<file path="src/rtl/ssphy_seq_pkg.sv">
package ssphy_seq_pkg;

  localparam int unsigned CTRL_W       = 32;
  localparam int unsigned BIT_PHY_RST  = 7;
  localparam int unsigned BIT_PHY_EN   = 8;
  localparam int unsigned BIT_LANE_PWR = 24;
  localparam int unsigned BIT_TEST_PD  = 27;
  localparam int unsigned BIT_PAD_REF  = 28;

  typedef enum logic [2:0] {
    ST_DOWN, ST_RST, ST_REFSEL, ST_STAB, ST_UP, ST_PD_PAD, ST_PD_TEST
  } seq_state_e;

  typedef enum logic [2:0] {
    ACT_NONE, ACT_RST_ON, ACT_RST_OFF, ACT_REFSEL,
    ACT_ENABLE, ACT_CLR_EN, ACT_CLR_PAD, ACT_TEST_PD
  } seq_act_e;

  // microseconds to cycles, floored at one cycle
  function automatic longint unsigned us_to_cycles(input longint unsigned clk_hz,
                                                   input longint unsigned us);
    longint unsigned cyc;
    cyc = (clk_hz / 64'd1000000) * us;
    return (cyc == 64'd0) ? 64'd1 : cyc;
  endfunction

  function automatic longint unsigned max_u(input longint unsigned a,
                                            input longint unsigned b);
    return (a > b) ? a : b;
  endfunction

endpackage

</file>
<file path="src/rtl/ssphy_seq_timer.sv">
module ssphy_seq_timer #(
  parameter int unsigned W = 8
) (
  input  logic         clk,
  input  logic         rst_n,
  input  logic         load_i,
  input  logic [W-1:0] load_val_i,
  output logic         zero_o
);

  logic [W-1:0] cnt_q;

  always_ff @(posedge clk or negedge rst_n) begin
    if (!rst_n)             cnt_q <= '0;
    else if (load_i)        cnt_q <= load_val_i;
    else if (cnt_q != '0)   cnt_q <= cnt_q - 1'b1;
  end

  assign zero_o = (cnt_q == '0);

  AST_TIMER_HOLDS_ZERO: assert property (@(posedge clk) disable iff (!rst_n)
    (zero_o && !load_i) |=> zero_o);

endmodule

</file>
<file path="src/rtl/ssphy_seq_ctrl.sv">
module ssphy_seq_ctrl
  import ssphy_seq_pkg::*;
(
  input  logic              clk,
  input  logic              rst_n,
  input  seq_act_e          act_i,
  input  logic              xtal_i,
  output logic [CTRL_W-1:0] ctrl_o
);

  localparam logic [CTRL_W-1:0] RESET_WORD = CTRL_W'(1) << BIT_TEST_PD;

  logic [CTRL_W-1:0] word_q;
  logic [CTRL_W-1:0] word_d;
  logic [CTRL_W-1:0] saved_q;

  always_comb begin
    word_d = word_q;
    unique case (act_i)
      ACT_RST_ON: begin
        word_d[BIT_PHY_RST] = 1'b1;
        word_d[BIT_TEST_PD] = 1'b0;
      end
      ACT_RST_OFF: word_d = saved_q;
      ACT_REFSEL:  word_d[BIT_PAD_REF] = xtal_i;
      ACT_ENABLE: begin
        word_d[BIT_PHY_EN]   = 1'b1;
        word_d[BIT_LANE_PWR] = 1'b1;
      end
      ACT_CLR_EN:  word_d[BIT_PHY_EN]  = 1'b0;
      ACT_CLR_PAD: word_d[BIT_PAD_REF] = 1'b0;
      ACT_TEST_PD: word_d[BIT_TEST_PD] = 1'b1;
      default: ;
    endcase
  end

  always_ff @(posedge clk or negedge rst_n) begin
    if (!rst_n) begin
      word_q  <= RESET_WORD;
      saved_q <= RESET_WORD;
    end else begin
      word_q <= word_d;
      if (act_i == ACT_RST_ON) begin
        saved_q              <= word_q;
        saved_q[BIT_TEST_PD] <= 1'b0;
      end
    end
  end

  assign ctrl_o = word_q;

  AST_PD_AFTER_CLEARS: assert property (@(posedge clk) disable iff (!rst_n)
    $rose(word_q[BIT_TEST_PD]) |-> (!word_q[BIT_PHY_EN] && !word_q[BIT_PAD_REF]));
  AST_RST_LEAVES_PD: assert property (@(posedge clk) disable iff (!rst_n)
    $rose(word_q[BIT_PHY_RST]) |-> !word_q[BIT_TEST_PD]);

endmodule

</file>
<file path="src/rtl/ssphy_seq_fsm.sv">
module ssphy_seq_fsm
  import ssphy_seq_pkg::*;
(
  input  logic     clk,
  input  logic     rst_n,
  input  logic     start_i,
  input  logic     stop_i,
  input  logic     tmr_zero_i,
  output seq_act_e act_o,
  output logic     tmr_load_o,
  output logic     tmr_sel_stab_o,
  output logic     busy_o,
  output logic     done_o
);

  seq_state_e state_q, state_d;
  logic       done_d;

  always_comb begin
    state_d        = state_q;
    act_o          = ACT_NONE;
    tmr_load_o     = 1'b0;
    tmr_sel_stab_o = 1'b0;
    done_d         = 1'b0;
    unique case (state_q)
      ST_DOWN: if (start_i) begin
        act_o      = ACT_RST_ON;
        tmr_load_o = 1'b1;
        state_d    = ST_RST;
      end
      ST_RST: if (tmr_zero_i) begin
        act_o   = ACT_RST_OFF;
        state_d = ST_REFSEL;
      end
      ST_REFSEL: begin
        act_o          = ACT_REFSEL;
        tmr_load_o     = 1'b1;
        tmr_sel_stab_o = 1'b1;
        state_d        = ST_STAB;
      end
      ST_STAB: if (tmr_zero_i) begin
        act_o   = ACT_ENABLE;
        done_d  = 1'b1;
        state_d = ST_UP;
      end
      ST_UP: if (stop_i) begin
        act_o   = ACT_CLR_EN;
        state_d = ST_PD_PAD;
      end
      ST_PD_PAD: begin
        act_o   = ACT_CLR_PAD;
        state_d = ST_PD_TEST;
      end
      ST_PD_TEST: begin
        act_o   = ACT_TEST_PD;
        done_d  = 1'b1;
        state_d = ST_DOWN;
      end
      default: state_d = ST_DOWN;
    endcase
  end

  always_ff @(posedge clk or negedge rst_n) begin
    if (!rst_n) begin
      state_q <= ST_DOWN;
      done_o  <= 1'b0;
    end else begin
      state_q <= state_d;
      done_o  <= done_d;
    end
  end

  assign busy_o = (state_q != ST_DOWN) && (state_q != ST_UP);

  AST_DONE_SINGLE: assert property (@(posedge clk) disable iff (!rst_n)
    done_o |=> !done_o);
  AST_UP_IGNORES_START: assert property (@(posedge clk) disable iff (!rst_n)
    (state_q == ST_UP && start_i && !stop_i) |=> (state_q == ST_UP));
  AST_DOWN_IGNORES_STOP: assert property (@(posedge clk) disable iff (!rst_n)
    (state_q == ST_DOWN && stop_i && !start_i) |=> (state_q == ST_DOWN));

endmodule

</file>
<file path="src/rtl/ssphy_pwr_seq.sv">
module ssphy_pwr_seq
  import ssphy_seq_pkg::*;
#(
  parameter longint unsigned CLK_HZ  = 125000000,
  parameter longint unsigned RST_US  = 2000,
  parameter longint unsigned STAB_US = 30000
) (
  input  logic        clk,
  input  logic        rst_n,
  input  logic        start_i,
  input  logic        stop_i,
  input  logic        xtal_present_i,
  output logic [31:0] ctrl_o,
  output logic        busy_o,
  output logic        done_o
);

  localparam longint unsigned RST_CYC  = us_to_cycles(CLK_HZ, RST_US);
  localparam longint unsigned STAB_CYC = us_to_cycles(CLK_HZ, STAB_US);
  localparam longint unsigned CNT_MAX  = max_u(RST_CYC, STAB_CYC);
  localparam int unsigned     TW       = (CNT_MAX < 2) ? 1 : $clog2(CNT_MAX);

  seq_act_e       seq_act;
  logic           tmr_load;
  logic           tmr_sel_stab;
  logic           tmr_zero;
  logic [TW-1:0]  tmr_val;

  assign tmr_val = tmr_sel_stab ? TW'(STAB_CYC - 1) : TW'(RST_CYC - 1);

  ssphy_seq_fsm u_fsm (
    .clk            (clk),
    .rst_n          (rst_n),
    .start_i        (start_i),
    .stop_i         (stop_i),
    .tmr_zero_i     (tmr_zero),
    .act_o          (seq_act),
    .tmr_load_o     (tmr_load),
    .tmr_sel_stab_o (tmr_sel_stab),
    .busy_o         (busy_o),
    .done_o         (done_o)
  );

  ssphy_seq_timer #(.W(TW)) u_timer (
    .clk        (clk),
    .rst_n      (rst_n),
    .load_i     (tmr_load),
    .load_val_i (tmr_val),
    .zero_o     (tmr_zero)
  );

  ssphy_seq_ctrl u_ctrl (
    .clk    (clk),
    .rst_n  (rst_n),
    .act_i  (seq_act),
    .xtal_i (xtal_present_i),
    .ctrl_o (ctrl_o)
  );

  AST_ENABLE_PAIRED: assert property (@(posedge clk) disable iff (!rst_n)
    $rose(ctrl_o[BIT_PHY_EN]) |-> (ctrl_o[BIT_LANE_PWR] && done_o && !busy_o));
  AST_RESET_WHILE_BUSY: assert property (@(posedge clk) disable iff (!rst_n)
    ctrl_o[BIT_PHY_RST] |-> busy_o);

endmodule

</file>
<file path="config.mk">
export PLATFORM = sky130hd
export DESIGN_NAME = ssphy_pwr_seq
export DESIGN_NICKNAME = d
export VERILOG_FILES = /design/src/rtl/ssphy_seq_pkg.sv /design/src/rtl/ssphy_seq_timer.sv /design/src/rtl/ssphy_seq_ctrl.sv /design/src/rtl/ssphy_seq_fsm.sv /design/src/rtl/ssphy_pwr_seq.sv
export SDC_FILE = /design/constraint.sdc
export NUM_CORES = 1
export LEC_CHECK = 0
export BUFFER_PORTS_ARGS = -buffer_cell sky130_fd_sc_hd__buf_4
export CORE_MARGIN = 5
export CORE_UTILIZATION = 25
export CTS_CLUSTER_DIAMETER = 120
export DETAILED_ROUTE_END_ITERATION = 8
export GPL_TIMING_DRIVEN = 0
export PLACE_DENSITY_LB_ADDON = 0.15
export SYNTH_ARGS = -nofsm -noshare
export SYNTH_HDL_FRONTEND = slang
export SYNTH_SLANG_ARGS = --single-unit
</file>
<file path="constraint.sdc">
create_clock -name clk -period 4 [get_ports clk]
set_input_delay 0.4 -clock clk [delete_from_list [all_inputs] [get_ports clk]]
set_output_delay 0.4 -clock clk [all_outputs]
set_load 0.01 [all_outputs]
</file>
# Yosys cells after proc, flatten, opt, wreduce, memory -nomap -nowiden
# Index checks and enable logic that the tools add are counted.
[word_totals] regBits=90 wordCells=64
[op_classes] addsub=1 n_eq_ne=18 muxes=23 reduce_logical=12
[op_table] op="22-bit two-way mux" count=3
[op_table] op="22-bit logical NOT" count=1
[op_table] op="22-bit nonzero test" count=1
[op_table] op="22-bit by 1-bit subtractor with 22-bit output (second input constant)" count=1
[op_table] op="3-bit equality test (second input constant)" count=7
[op_table] op="3-bit one-hot mux with 7 select lines" count=1
[op_table] op="3-bit two-way mux" count=6
[op_table] op="3-bit one-hot mux with 6 select lines" count=1
[op_table] op="3-bit by 2-bit equality test with 1-bit output (second input constant)" count=4
[op_table] op="3-bit nonzero test" count=4
[op_table] op="1-bit one-hot mux with 3 select lines" count=3
[op_table] op="2-bit != test (second input constant)" count=4
[op_table] op="1-bit one-hot mux with 2 select lines" count=4
[op_table] op="3-bit by 1-bit equality test with 1-bit output (second input constant)" count=2
[op_table] op="2-bit nonzero test" count=3
[op_table] op="1-bit two-way mux" count=4
[op_table] op="4-bit AND reduction" count=1
[op_table] op="3-bit logical NOT" count=1
[op_table] op="3-bit != test (second input constant)" count=1
[op_table] op="2-bit two-way mux" count=1
[op_table] op="1-bit logical AND" count=1

# Logic depth before layout (Yosys ltp)
[logic_depth] depth_word=5 depth_mapped=8 ltp_nobuf=6

# Cells and area by module
# A second synthesis with hierarchy kept.
[unflattened] cells_unflattened=337 hier_area_um2=4190.3
[modules_own_cells] module="ssphy_seq_ctrl" n_inst=1 cells_each=156 area_per_inst_um2=2537.4 seq_area_each_um2=1604.0
[modules_own_cells] module="ssphy_seq_timer" n_inst=1 cells_each=150 area_per_inst_um2=1362.6 seq_area_each_um2=550.5
[modules_own_cells] module="ssphy_seq_fsm" n_inst=1 cells_each=28 area_per_inst_um2=279.0 seq_area_each_um2=100.1
[modules_own_cells] module="ssphy_pwr_seq" n_inst=1 cells_each=3 area_per_inst_um2=11.3 seq_area_each_um2=0.0

# Worst setup path before layout
# No wires, ideal clock.
[synth_path] kind="register -> register" from="register u_timer.cnt_q[4]" to="register u_ctrl.word_q[19] (netlist: u_ctrl.ctrl_o[19])" setup_ps=125 t_arrival_ps=2069 setup_slack_ps=1806 path_stages_with_launch=8 n_path_buf=3 period_less_slack_ps=2194 path_cell_list="dfrtp_1 -> or4_1 -> buf_2 -> nor4_4 -> and2_4 -> buf_8 -> buf_12 -> mux2_4"
[synth_between] elab_chain_len=4 word_cells_on_any_way=5 classes_between="eq/ne (1); mux (3); reduce/logical (1)"
[synth_lines] element="from (decl)" line_no="ssphy_seq_timer.sv:11" source="logic [W-1:0] cnt_q;"
[synth_lines] element="from (signal assigned)" line_no="ssphy_seq_timer.sv:15" source="else if (load_i) cnt_q <= load_val_i;"
[synth_lines] element="from (signal assigned)" line_no="ssphy_seq_timer.sv:16" source="else if (cnt_q != '0) cnt_q <= cnt_q - 1'b1;"
[synth_lines] element="22-bit logical NOT *" line_no="ssphy_seq_timer.sv:19" source="assign zero_o = (cnt_q == '0);"
[synth_lines] element="2-bit two-way mux or 3-bit two-way mux (tied branches)" line_no="ssphy_seq_fsm.sv:31, ssphy_seq_fsm.sv:41"
[synth_lines] element="3-bit one-hot mux with 7 select lines *" line_no="ssphy_seq_fsm.sv:25" source="unique case (state_q)"
[synth_lines] element="3-bit by 2-bit equality test with 1-bit output *" line_no="ssphy_seq_ctrl.sv:19" source="unique case (act_i)"
[synth_lines] element="to (signal assigned)" line_no="ssphy_seq_ctrl.sv:42" source="word_q <= word_d;"
[synth_lines] element="to (decl)" line_no="ssphy_seq_ctrl.sv:13" source="logic [CTRL_W-1:0] word_q;"
# Mark *: on every way between the ends. The rest lies on a longest branch, timed or not.
# A chain may end at the register's enable or synchronous reset.

# Final worst setup path
[layout_path] from="register u_fsm.state_q[2]" to="register u_ctrl.saved_q[25]"
[layout_between] elab_chain_len=3 word_cells_on_any_way=9 classes_between="eq/ne (7); mux (1); reduce/logical (1)"
[layout_lines] element="from (decl)" line_no="ssphy_seq_fsm.sv:16" source="seq_state_e state_q, state_d;"
[layout_lines] element="from (signal assigned)" line_no="ssphy_seq_fsm.sv:68" source="state_q <= state_d;"
[layout_lines] element="3-bit equality test (tied with other cells)" line_no="ssphy_seq_fsm.sv:25"
[layout_lines] element="3-bit one-hot mux with 7 select lines *" line_no="ssphy_seq_fsm.sv:25"
[layout_lines] element="3-bit by 1-bit equality test with 1-bit output *" line_no="ssphy_seq_ctrl.sv:43" source="if (act_i == ACT_RST_ON) begin"
[layout_lines] element="to (signal assigned)" line_no="ssphy_seq_ctrl.sv:44" source="saved_q <= word_q;"
[layout_lines] element="to (decl)" line_no="ssphy_seq_ctrl.sv:15" source="logic [CTRL_W-1:0] saved_q;"
# Marked as above.

==> impl_metrics.py <==
metrics = {
    "sta": {
        "tightest_slew_ns": 1.169,
        "setup_tns_ns": 0,
        "final-max-slew-violation-count": 0,
        "relSlewSlack_pct": 22.08,
        "whs_ns": 0.2689,
        "layout_setup_ws_ns": 1.249,
        "finClkSkew_ns": 0.007231,
        "finalSetupViolations": 0,
        "fmax_mhz": 363.5,
        "fin_crit_ns": 2.751,
        "finalCritPeriodShare_pct": 68.78,
        "rsz0062_at_grt": "no",
        "hold_viol_final": 0,
    },
    "place": {
        "port_buffers": 38,
        "globalplace.congestion": 0.7960,
        "post-dp-hpwl_um": 6467,
        "dp_worst_setup_slack_ns": 1.212,
    },
    "clock_tree": {
        "clock_latency_ns": 0.34,
        "clkSinkCount": 90,
        "cts_resized": 0,
        "cts_root_buffer": "clkbuf_16",
        "cts_setup_buffers": 0,
        "path_clk_slew_ns": 0.06,
        "cts_buffers": 9,
        "hold_buffers": 0,
        "htree_levels": 3,
        "cts_tree": "yes",
        "clk_path_buf_depth": 2,
    },
    "layout": {
        "final_cell_mix": "99 x nand2_1, 88 x dfrtp_1, 39 x buf_4, 21 x o21ai_0, 17 x mux2_2",
        "multi_input_area_sq_um": 1667,
        "drive_above_1_share_pct": 22.30,
        "n_fill_cell": 1668,
        "regArea_sq_um": 2255,
        "layout.nets": 437,
        "mostFrequentLayoutCell": "nand2_1",
        "synthToLayoutAreaGrowth_pct": 21.66,
        "num_antenna_cells": 0,
    },
    "pwr": {
        "p_int_mw": 1.610,
        "pwr-share-seq_pct": 47.9,
        "p_comb_share_pct": 10.8,
        "power_mw": 2.195,
        "p_switching_uw": 584.6,
        "p_leak_nw": 2.284,
        "power_density_nw_per_um2": 445.5,
        "power.share.clock_pct": 41.2,
        "max-vdd-ir-drop_v": 0.0002091,
        "p_sw_share_pct": 26.63,
    },
    "setup_path": {
        "critPathCaptureType": "register",
        "crit_fanout": 10,
        "cp.arrival_ns": 3.03,
        "start_kind": "register",
        "critPathKind": "reg -> reg",
        "crit_required_ns": 4.28,
    },
    "synthesis": {
        "seq_area_frac_synth_pct": 55.67,
        "synth_mux_area_share_pct": 10.91,
        "synth_fa_ha_area_share_pct": 0.6179,
        "synthFlopType": "dfrtp_1",
        "ys.warnings.count": 0,
        "synthCells": 381,
        "syn_nets": 388,
        "synth_compound_area_share_pct": 7.754,
        "ys_ff_latch": 90,
        "synth-async-reset-ratio_pct": 100.0,
        "avgSynthCellArea_sq_um": 10.63,
        "synth_edf_count": 0,
        "synthSimpleGateAreaFrac_pct": 20.57,
        "synth_xor_area_share_pct": 1.297,
        "synth_cell_types": 55,
        "synth_area_sq_um": 4050,
        "synth_top_family_by_area": "simple AND/OR/NAND/NOR gates",
    },
    "routing": {
        "drt-initial-drc-count": 138,
        "post-route-drc-count": 0,
        "wl_per_cell_um": 14.73,
        "ant_nets": 0,
        "drt-total-wl_um": 9586,
        "via_per_inst": 4.521,
        "vias": 2943,
        "dr.pass1.iters": 4,
    },
    "floorplanning": {
        "die-area_sq_um": 18850,
        "die_w_um": 137.3,
        "io_pins": 39,
        "core_area_sq_um": 15890,
        "row_count": 46,
        "die_height_um": 137.3,
        "start_util_pct": 25.50,
    },
    "grt": {
        "antenna_found_initial": 0,
        "grt_max_degree": 91,
        "grt_pass1_wl_um": 15950,
        "grt_usage_pct": 10.95,
        "grt_overflow": 0,
        "grt_pass1_vias": 2980,
    },
    "run_status": {
        "outcome": "finished clean",
    },
    "flow_run": {
        "max-cap-violations": 0,
    },
    "min_path": {
        "hold_class": "in -> async",
    },
}
==> flip-flops by register name (all words and copies together) (netlist names) <==
register,count
u_timer.cnt_q,22
u_fsm.done_o,1
u_ctrl.ctrl_o,32
u_fsm.state_q,3
u_ctrl.saved_q,32
==> Yosys cell counts, types with 2 or more instances <==
cell type	instances	share of area [%]
o31ai_1	2	0.37
nand2b_1	3	0.46
nor4_1	8	1.2
nand4_1	4	0.62
clkbuf_1	10	0.93
dfstp_2	2	1.3
or4_1	5	0.93
or3b_2	2	0.43
xnor2_1	3	0.65
mux2i_1	10	2.5
buf_1	3	0.28
buf_2	3	0.37
nand3_1	9	1.1
nor2_1	11	1.0
o311ai_0	2	0.43
o21ai_0	21	2.6
a21oi_1	6	0.74
a31oi_1	2	0.31
dfrtp_1	88	54
mux2_4	10	3.7
xor2_1	3	0.65
nand2_1	99	9.2
and4_1	2	0.43
nor3_1	8	0.99
o211ai_1	3	0.56
inv_1	6	0.56
ha_1	2	0.62
a22oi_1	2	0.37
nor3b_1	3	0.56
or3_1	7	1.1
mux2_2	17	4.7
nor2b_1	2	0.31
==> path summary, 6_finish.rpt <==
| check | from | end | slack (ns) | depth (start not counted) |
|---|---|---|---|---|
| setup / recovery | u_fsm.state_q[2]$_DFFE_PN0P_ | u_ctrl.saved_q[25]$_DFFE_PN0N_ | 1.25 | 6 |
| setup reg to reg | u_fsm.state_q[2]$_DFFE_PN0P_ | u_ctrl.saved_q[25]$_DFFE_PN0N_ | 1.25 | 6 |
| min in group clk | xtal_present_i | u_ctrl.ctrl_o[28]$_DFFE_PN0P_ | 0.29 | 2 |
| hold / removal | rst_n | u_ctrl.ctrl_o[24]$_DFFE_PN0P_ | 0.27 | 1 |
| hold reg to reg | u_ctrl.saved_q[0]$_DFFE_PN0N_ | u_ctrl.saved_q[0]$_DFFE_PN0N_ | 0.47 | 2 |
| max in group asynchronous | rst_n | u_timer.cnt_q[4]$_DFFE_PN0P_ | 2.95 | 1 |
==> through the flow <==
step | cell area, sq um | utilization [%] | instances
2_1_floorplan | 4050 | - | 381
3_3_place_gp | 4606 | 28.99 | 635
3_5_place_dp | 4606 | 28.99 | 635
4_1_cts | 4927 | 31.02 | 651
5_1_grt | 4927 | 31.02 | 651
6_report | 4927 | 31.02 | 651
==> area by class of cell <==
type                       instances  area share, %
tap                              216          5.485
multi-input combinational        266          33.82
sequential                        90          45.76
inverter                           6         0.4571
clock inverter                     4          1.117
buffer                            19          2.158
clock buffer                      12          5.409
timing repair buffer              38          5.790
==> power groups by stage <==
stage | clock network (mW) | logic [mW] | registers [mW]
floorplan | 0 | 0.172 | 1.05
global placement | 0 | 0.237 | 1.07
detailed placement | 0 | 0.239 | 1.07
CTS | 0.938 | 0.241 | 1.05
global route | 0.974 | 0.272 | 1.06
finish | 0.905 | 0.238 | 1.05
==> kinds of logic (layout without fill, tap and decap cells) <==
group | after synthesis | in the layout
AO/OA/AOI/OAI | 49 | 49
flip-flops | 90 | 90
buffers and inverters | 25 | 79
XOR/XNOR | 6 | 6
AND/OR/NAND/NOR | 172 | 172
adder cells (fa/ha/maj) | 2 | 2
multiplexers | 37 | 37
==> metal layers <==
| metal | wire length [um] | share of wire [%] | global-route usage (%) |
|---|---|---|---|
| met1 | 4504 | 47 | 14.20 |
| met2 | 4564 | 48 | 17.36 |
| met3 | 377 | 3.9 | 3.324 |
| met4 | 140 | 1.5 | 3.825 |
| met5 | 0 | 0 | 0 |
==> worst max-delay path: stages (launching register included) <==
cell,delay (ns)
dfrtp_1,0.37
clkbuf_1,0.24
nor4b_1,0.95
clkbuf_1,0.43
buf_1,0.51
nand2_1,0.12
nand2_1,0.08
Note: power is estimated with default switching activity, not from simulation.
